--- config.mk ---
export PLATFORM = sky130hd
export DESIGN_NAME = xlat_buffer
export DESIGN_NICKNAME = d
export VERILOG_FILES = /design/src/rtl/xlat_pkg.sv /design/src/rtl/xlat_entry.sv /design/src/rtl/xlat_select.sv /design/src/rtl/xlat_split.sv /design/src/rtl/xlat_buffer.sv
export SDC_FILE = /design/constraint.sdc
export NUM_CORES = 2
export LEC_CHECK = 0
export BUFFER_PORTS_ARGS = -buffer_cell sky130_fd_sc_hd__buf_2
export CAP_MARGIN = 20
export CORE_AREA = 2 2 196 294
export DETAILED_ROUTE_END_ITERATION = 7
export DIE_AREA = 0 0 198 296
export PLACE_DENSITY = 0.8
export SLEW_MARGIN = 20
export SYNTH_ARGS = -nofsm -noshare
export SYNTH_HDL_FRONTEND = slang
export SYNTH_SLANG_ARGS = --single-unit
--- constraint.sdc ---
create_clock -name clk -period 4.1 [get_ports clk]
set_clock_uncertainty 0.15 [all_clocks]
set_input_delay 0.205 -clock clk [delete_from_list [all_inputs] [get_ports clk]]
set_output_delay 0.205 -clock clk [all_outputs]
set_load 0.01 [all_outputs]
--- src/rtl/xlat_pkg.sv ---
`timescale 1ns/1ps
// Shared types for the translation buffer.
package xlat_pkg;
    // Result of one lookup cycle.
    typedef enum logic [1:0] {
        OUT_IDLE  = 2'd0,
        OUT_HIT   = 2'd1,
        OUT_PROT  = 2'd2,
        OUT_PGFLT = 2'd3
    } outcome_e;
endpackage

--- src/rtl/xlat_entry.sv ---
`timescale 1ns/1ps
// One translation slot: tag, page number, permissions and usage state.
// Assumes the parent never asserts fill_we and expects upd_en to take effect
// in the same cycle; the refill takes precedence.
module xlat_entry #(
    parameter int VPN_W    = 52,
    parameter int PPN_W    = 28,
    parameter int REF_BITS = 2
) (
    input  logic                clk,
    input  logic                rst_n,
    input  logic                fill_we,
    input  logic                fill_valid,
    input  logic                fill_rd,
    input  logic                fill_wr,
    input  logic [VPN_W-1:0]    fill_vpn,
    input  logic [PPN_W-1:0]    fill_ppn,
    input  logic                upd_en,
    input  logic                upd_write,
    input  logic [VPN_W-1:0]    look_vpn,
    output logic                valid,
    output logic                tag_hit,
    output logic                perm_ok,
    output logic                dirty,
    output logic [REF_BITS-1:0] ref_cnt,
    output logic [PPN_W-1:0]    ppn
);
    localparam logic [REF_BITS-1:0] REF_MAX = '1;

    logic             rd_q;
    logic             wr_q;
    logic [VPN_W-1:0] vpn_q;

    // Slot state: reset, refill, or usage update on a hit.
    always_ff @(posedge clk) begin
        if (!rst_n) begin
            valid   <= 1'b0;
            dirty   <= 1'b0;
            ref_cnt <= '0;
            rd_q    <= 1'b0;
            wr_q    <= 1'b0;
            vpn_q   <= '0;
            ppn     <= '0;
        end else if (fill_we) begin
            valid   <= fill_valid;
            dirty   <= 1'b0;
            ref_cnt <= '0;
            rd_q    <= fill_rd;
            wr_q    <= fill_wr;
            vpn_q   <= fill_vpn;
            ppn     <= fill_ppn;
        end else if (upd_en) begin
            if (ref_cnt != REF_MAX) begin
                ref_cnt <= ref_cnt + 1'b1;
            end
            if (upd_write) begin
                dirty <= 1'b1;
            end
        end
    end

    // Tag comparison and permission summary.
    always_comb begin
        tag_hit = valid && (vpn_q == look_vpn);
        perm_ok = rd_q || wr_q;
    end
endmodule

--- src/rtl/xlat_select.sv ---
`timescale 1ns/1ps
// Priority selector: picks the lowest-numbered slot whose tag matches and
// forwards its fields. Assumes tag_hit already includes the valid bit.
module xlat_select #(
    parameter int N        = 8,
    parameter int PPN_W    = 28,
    parameter int REF_BITS = 2,
    localparam int IDX_W   = $clog2(N)
) (
    input  logic [N-1:0]                tag_hit,
    input  logic [N-1:0]                perm_ok,
    input  logic [N-1:0]                dirty,
    input  logic [N-1:0][REF_BITS-1:0]  ref_cnt,
    input  logic [N-1:0][PPN_W-1:0]     ppn,
    output logic                        any_match,
    output logic [IDX_W-1:0]            sel_idx,
    output logic                        sel_perm,
    output logic                        sel_dirty,
    output logic [REF_BITS-1:0]         sel_ref,
    output logic [PPN_W-1:0]            sel_ppn
);
    // Scan from the top down so the lowest matching slot is written last.
    always_comb begin
        any_match = 1'b0;
        sel_idx   = '0;
        sel_perm  = 1'b0;
        sel_dirty = 1'b0;
        sel_ref   = '0;
        sel_ppn   = '0;
        for (int i = N - 1; i >= 0; i--) begin
            if (tag_hit[i]) begin
                any_match = 1'b1;
                sel_idx   = IDX_W'(i);
                sel_perm  = perm_ok[i];
                sel_dirty = dirty[i];
                sel_ref   = ref_cnt[i];
                sel_ppn   = ppn[i];
            end
        end
    end
endmodule

--- src/rtl/xlat_split.sv ---
`timescale 1ns/1ps
// Cuts a physical address into memory line, cache line index, word and size.
// Assumes SIZE_W < WORD_LSB_END < LINE_LSB_END < PA_W.
module xlat_split #(
    parameter int PA_W         = 40,
    parameter int LINE_LSB_END = 14,
    parameter int WORD_LSB_END = 6,
    parameter int SIZE_W       = 2
) (
    input  logic [PA_W-1:0]                      pa,
    output logic [PA_W-LINE_LSB_END-1:0]         mem_line,
    output logic [LINE_LSB_END-WORD_LSB_END-1:0] line_idx,
    output logic [WORD_LSB_END-SIZE_W-1:0]       word,
    output logic [SIZE_W-1:0]                    size
);
    // Field slicing.
    always_comb begin
        mem_line = pa[PA_W-1:LINE_LSB_END];
        line_idx = pa[LINE_LSB_END-1:WORD_LSB_END];
        word     = pa[WORD_LSB_END-1:SIZE_W];
        size     = pa[SIZE_W-1:0];
    end
endmodule

--- src/rtl/xlat_buffer.sv ---
`timescale 1ns/1ps
// Fully associative translation buffer with permission checks.
// A lookup resolves combinationally; usage state of the selected slot updates
// at the next edge, and only when the lookup hits. A refill writes one slot.
// Assumes one lookup per cycle and that inputs are stable around the edge.
module xlat_buffer #(
    parameter int NUM_ENTRIES = 8,
    parameter int VA_WIDTH    = 64,
    parameter int PA_WIDTH    = 40,
    parameter int PAGE_BITS   = 12,
    parameter int REF_BITS    = 2,
    parameter int MEM_LSB     = 14,
    parameter int LINE_LSB    = 6,
    parameter int SIZE_BITS   = 2,
    localparam int VPN_W      = VA_WIDTH - PAGE_BITS,
    localparam int PPN_W      = PA_WIDTH - PAGE_BITS,
    localparam int IDX_W      = $clog2(NUM_ENTRIES)
) (
    input  logic                         clk,
    input  logic                         rst_n,
    input  logic                         lk_valid,
    input  logic                         lk_write,
    input  logic [VA_WIDTH-1:0]          lk_vaddr,
    input  logic                         fill_en,
    input  logic [IDX_W-1:0]             fill_idx,
    input  logic                         fill_valid,
    input  logic                         fill_rd,
    input  logic                         fill_wr,
    input  logic [VPN_W-1:0]             fill_vpn,
    input  logic [PPN_W-1:0]             fill_ppn,
    output logic                         hit,
    output logic                         prot_fault,
    output logic                         page_fault,
    output logic [PA_WIDTH-1:0]          pa,
    output logic [PA_WIDTH-MEM_LSB-1:0]  pa_mem_line,
    output logic [MEM_LSB-LINE_LSB-1:0]  pa_line_idx,
    output logic [LINE_LSB-SIZE_BITS-1:0] pa_word,
    output logic [SIZE_BITS-1:0]         pa_size,
    output logic                         hit_dirty,
    output logic [REF_BITS-1:0]          hit_ref
);
    import xlat_pkg::*;

    logic [VPN_W-1:0]                      look_vpn;
    logic [NUM_ENTRIES-1:0]                valid_vec;
    logic [NUM_ENTRIES-1:0]                tag_hit_vec;
    logic [NUM_ENTRIES-1:0]                perm_vec;
    logic [NUM_ENTRIES-1:0]                dirty_vec;
    logic [NUM_ENTRIES-1:0][REF_BITS-1:0]  ref_vec;
    logic [NUM_ENTRIES-1:0][PPN_W-1:0]     ppn_vec;
    logic [NUM_ENTRIES-1:0]                fill_we_vec;
    logic [NUM_ENTRIES-1:0]                upd_vec;

    logic                 any_match;
    logic [IDX_W-1:0]     sel_idx;
    logic                 sel_perm;
    logic                 sel_dirty;
    logic [REF_BITS-1:0]  sel_ref;
    logic [PPN_W-1:0]     sel_ppn;
    outcome_e             outcome;

    assign look_vpn = lk_vaddr[VA_WIDTH-1:PAGE_BITS];

    // One slot per entry, each with its own refill and update strobe.
    for (genvar g = 0; g < NUM_ENTRIES; g++) begin : g_slot
        assign fill_we_vec[g] = fill_en && (fill_idx == IDX_W'(g));
        assign upd_vec[g]     = (outcome == OUT_HIT) && (sel_idx == IDX_W'(g));

        xlat_entry #(
            .VPN_W    (VPN_W),
            .PPN_W    (PPN_W),
            .REF_BITS (REF_BITS)
        ) u_entry (
            .clk        (clk),
            .rst_n      (rst_n),
            .fill_we    (fill_we_vec[g]),
            .fill_valid (fill_valid),
            .fill_rd    (fill_rd),
            .fill_wr    (fill_wr),
            .fill_vpn   (fill_vpn),
            .fill_ppn   (fill_ppn),
            .upd_en     (upd_vec[g]),
            .upd_write  (lk_write),
            .look_vpn   (look_vpn),
            .valid      (valid_vec[g]),
            .tag_hit    (tag_hit_vec[g]),
            .perm_ok    (perm_vec[g]),
            .dirty      (dirty_vec[g]),
            .ref_cnt    (ref_vec[g]),
            .ppn        (ppn_vec[g])
        );
    end

    xlat_select #(
        .N        (NUM_ENTRIES),
        .PPN_W    (PPN_W),
        .REF_BITS (REF_BITS)
    ) u_select (
        .tag_hit   (tag_hit_vec),
        .perm_ok   (perm_vec),
        .dirty     (dirty_vec),
        .ref_cnt   (ref_vec),
        .ppn       (ppn_vec),
        .any_match (any_match),
        .sel_idx   (sel_idx),
        .sel_perm  (sel_perm),
        .sel_dirty (sel_dirty),
        .sel_ref   (sel_ref),
        .sel_ppn   (sel_ppn)
    );

    // Classify the lookup: idle, hit, protection fault or page fault.
    always_comb begin
        if (!lk_valid) begin
            outcome = OUT_IDLE;
        end else if (!any_match) begin
            outcome = OUT_PGFLT;
        end else if (!sel_perm) begin
            outcome = OUT_PROT;
        end else begin
            outcome = OUT_HIT;
        end
    end

    // Drive result outputs from the outcome and selected slot.
    always_comb begin
        hit        = (outcome == OUT_HIT);
        prot_fault = (outcome == OUT_PROT);
        page_fault = (outcome == OUT_PGFLT);
        pa         = hit ? {sel_ppn, lk_vaddr[PAGE_BITS-1:0]} : '0;
        hit_dirty  = hit && sel_dirty;
        hit_ref    = hit ? sel_ref : '0;
    end

    xlat_split #(
        .PA_W         (PA_WIDTH),
        .LINE_LSB_END (MEM_LSB),
        .WORD_LSB_END (LINE_LSB),
        .SIZE_W       (SIZE_BITS)
    ) u_split (
        .pa       (pa),
        .mem_line (pa_mem_line),
        .line_idx (pa_line_idx),
        .word     (pa_word),
        .size     (pa_size)
    );
endmodule

==> impl_metrics.py <==
metrics = {
    "sta": {
        "slew_viol_final": 0,
        "period_share_pct": 111,
        "worst_hold_slack_ns": 0.0747,
        "fmax_mhz": 220,
        "fin_crit_ns": 4.55,
        "setup_violations": 86,
        "slew_headroom_pct": 30.4,
        "worstMarginPinSlew_ns": 1.04,
        "grt_setup_unrepaired": "yes",
        "setup_slack_ns": -0.449,
        "finalHoldViolCount": 0,
    },
    "setup_path": {
        "worstPathRequired_ns": 3.74,
        "worstPathArrival_ns": 4.19,
        "worstSetupPathType": "flip-flop to output pin",
        "setup.worst_path.end": "pa_mem_line[10]",
        "rr_startpoint": "g_slot[1].u_entry.vpn_q[2]$_SDFFE_PN0P_",
        "crit_path_start": "g_slot[5].u_entry.vpn_q[47]$_SDFFE_PN0P_",
        "crit_path_start_kind": "flip-flop",
        "r2r-end": "g_slot[0].u_entry.ref_cnt[1]$_SDFFE_PP0P_",
        "cp-end-kind": "output pin",
        "reg2reg_depth": 19,
        "crit_path_max_fanout": 5,
        "rrSetupSlack_ns": -0.13,
    },
    "global_routing": {
        "grt_usage_pct": 42.3,
        "grt_pass1_vias": 29502,
        "grt-ovfl-total": 0,
        "grt_max_degree": 182,
        "grt_pass1_wl_mm": 184,
        "antenna_found_initial": 5,
    },
    "die": {
        "dieArea_um2": 58600,
        "die_w_um": 198,
        "start_util_pct": 60.2,
        "die_height_um": 296,
        "core-area_um2": 56400,
        "io_pins": 241,
        "row_count": 107,
    },
    "pwr": {
        "vdd_drop_max_mv": 0.345,
        "p_per_area_nw_per_um2": 383,
        "p_leak_nw": 14.7,
    },
    "cells_and_area": {
        "nFillCells": 4502,
        "layout-drive-gt1-share_pct": 14.7,
        "layout.nets": 4533,
        "final_cells": 5186,
        "fin_util_pct": 70.0,
        "areaGrowthSynthToFinish_pct": 16.4,
    },
    "clock_network": {
        "cts_tree": "yes",
        "root_buffer": "clkbuf_16",
        "htreeDepth": 3,
        "cts.sinks": 688,
        "cts_buffer_depth": 3,
        "insertion_delay_ns": 0.63,
        "path_clk_slew_ns": 0.06,
        "numCtsBuffers": 67,
    },
    "drt": {
        "routed_wirelength_mm": 125,
        "wl_per_cell_um": 24.2,
        "wl_met2_mm": 56.9,
        "drtIter0Drc": 3135,
        "first_pass_iters": 5,
        "dr_wl_met3_mm": 11.7,
        "via_count": 31205,
        "antenna_left": 0,
        "dr.max_layer_used": "met5",
        "wl_met1_mm": 42.8,
        "drc": 0,
        "viasPerCell": 6.02,
    },
    "placed_design": {
        "port_buffers": 240,
        "dp_hpwl_mm": 81.5,
        "dpl.cell_count": 4955,
        "gp_congestion": 1.07,
    },
    "synthesis": {
        "synth.cells.most_frequent": "1383 x nand2_1, 688 x dfxtp_1, 667 x a21boi_0, 281 x clkbuf_1, 209 x xnor2_1",
        "synth_top_area_share_pct": 40.6,
        "async_flop_share_pct": 0,
        "synth_cell_types": 66,
        "synth_top_cell_by_area": "dfxtp_1",
        "synth_area_um2": 33900,
        "ys.warnings.count": 0,
        "synth_fp_nets": 4387,
        "ys_ff_latch": 688,
        "synth_seq_area_share_pct": 40.6,
        "avgSynthCellArea_um2": 8.03,
        "synth.top_cells.by_area": "dfxtp_1 41%, nand2_1 15%, a21boi_0 15%",
        "synth_edf_count": 0,
        "synth_ff_type": "dfxtp_1",
        "syn_inst": 4224,
        "synth_most_common_cell": "nand2_1",
    },
    "run": {
        "maxCapViolCount": 0,
    },
    "outcome": {
        "violations": "setup timing",
        "status": "finished with violations",
    },
    "min_path": {
        "min_path_type": "primary input to flip-flop",
    },
}
-- sequential cells by signal (all words and copies together) (netlist names) --
signal	cells
g_slot.u_entry.vpn_q	416
g_slot.u_entry.dirty	8
g_slot.u_entry.ref_cnt	16
g_slot.u_entry.ppn	224
g_slot.u_entry.valid	8
g_slot.u_entry.wr_q	8
g_slot.u_entry.rd_q	8
-- how the worst min path moves through the flow --
stage,start,endpoint,slack (ns),cells past startpoint
after floorplan,lk_write,g_slot[2].u_entry.dirty$_SDFFE_PP0P_,0.20,2
after global placement,g_slot[5].u_entry.dirty$_SDFFE_PP0P_,g_slot[5].u_entry.dirty$_SDFFE_PP0P_,0.28,2
after detailed placement,g_slot[6].u_entry.dirty$_SDFFE_PP0P_,g_slot[6].u_entry.dirty$_SDFFE_PP0P_,0.29,2
after CTS,rst_n,g_slot[3].u_entry.dirty$_SDFFE_PP0P_,0.08,2
after global routing,rst_n,g_slot[3].u_entry.dirty$_SDFFE_PP0P_,0.14,2
final,rst_n,g_slot[4].u_entry.ppn[14]$_SDFFE_PN0P_,0.07,2
-- through the flow --
step | instance area, um2 | setup TNS (ns) | setup WS [ns] | total power [mW]
4_1_cts | 39100 | -12.33 | -0.190 | 15.0
6_report | 39500 | -34.41 | -0.449 | 15.1
3_3_place_gp | 35500 | -57.28 | -0.648 | 8.36
3_5_place_dp | 35500 | -24.02 | -0.333 | 8.37
5_1_grt | 39400 | -38.72 | -0.508 | 15.5
2_1_floorplan | 33900 | 0 | 0.693 | 7.83
-- metal layers --
metal	global-route usage, %	vias to the layer above
met5	0	-
met1	46.3	14664
met4	39.9	4
met3	9.83	598
met2	67.6	1768
li1	-	14171
-- area by class of cell --
class	instances	area (um2)	area share (%)
tap	763	955	2.42
timing repair buffer	526	4050	10.3
antenna	4	10.0	0.0254
inverter	51	191	0.485
clock buffer	98	1990	5.04
multi-input combinational	3036	18100	45.9
clock inverter	20	365	0.926
sequential	688	13800	34.9
-- worst max-delay path, cell delays in order (launching register included) --
cell       delay, ns
dfxtp_2         0.32
xnor2_1         0.15
nand4_1         0.65
nor4_2          0.40
buf_4           0.28
nand2_4         0.07
nor3_2          0.10
buf_4           0.16
nor2b_4         0.05
a311oi_4        0.29
o221a_2         0.25
nor2b_4         0.24
buf_12          0.17
clkbuf_16       0.15
o211a_1         0.15
buf_2           0.13
-- where the power goes --
part	internal, mW	total [mW]	switching (mW)
Sequential	6.82	6.91	0.0860
Clock	4.00	6.73	2.73
Combinational	0.517	1.48	0.961
-- cell usage in the layout (no fill, tap or decap), drive strengths merged, types with 38 or more instances in the layout --
master,count
nand2,1383
dfxtp,688
a21boi,670
buf,440
xnor2,209
xor2,154
clkbuf,99
dlygate4sd3,85
nand4,62
nor2,60
nor4,55
inv,52
o21ai,38
-- logic make-up (layout without fill, tap and decap cells) --
kind of cell    count (synthesis)  after routing  share of synthesized area, %
compound gates                968            968                          21.8
fa+ha+maj                       8              8                         0.295
buf+inv                       500            695                          7.07
xor+xnor                      363            363                          9.38
other cells                     0              4                             0
mux                             1              1                        0.0295
flops                         688            688                          40.6
simple gates                 1696           1696                          20.8
-- timing repair --
item	4_1_cts	5_1_grt
buffers inserted	14	8
gates resized for setup	54	50
endpoints found under the hold margin	671	0
hold buffers	85	0
gates cloned	2	1
setup endpoints to repair	86	87
pin swaps	21	11
(Power assumes the default switching activity.)
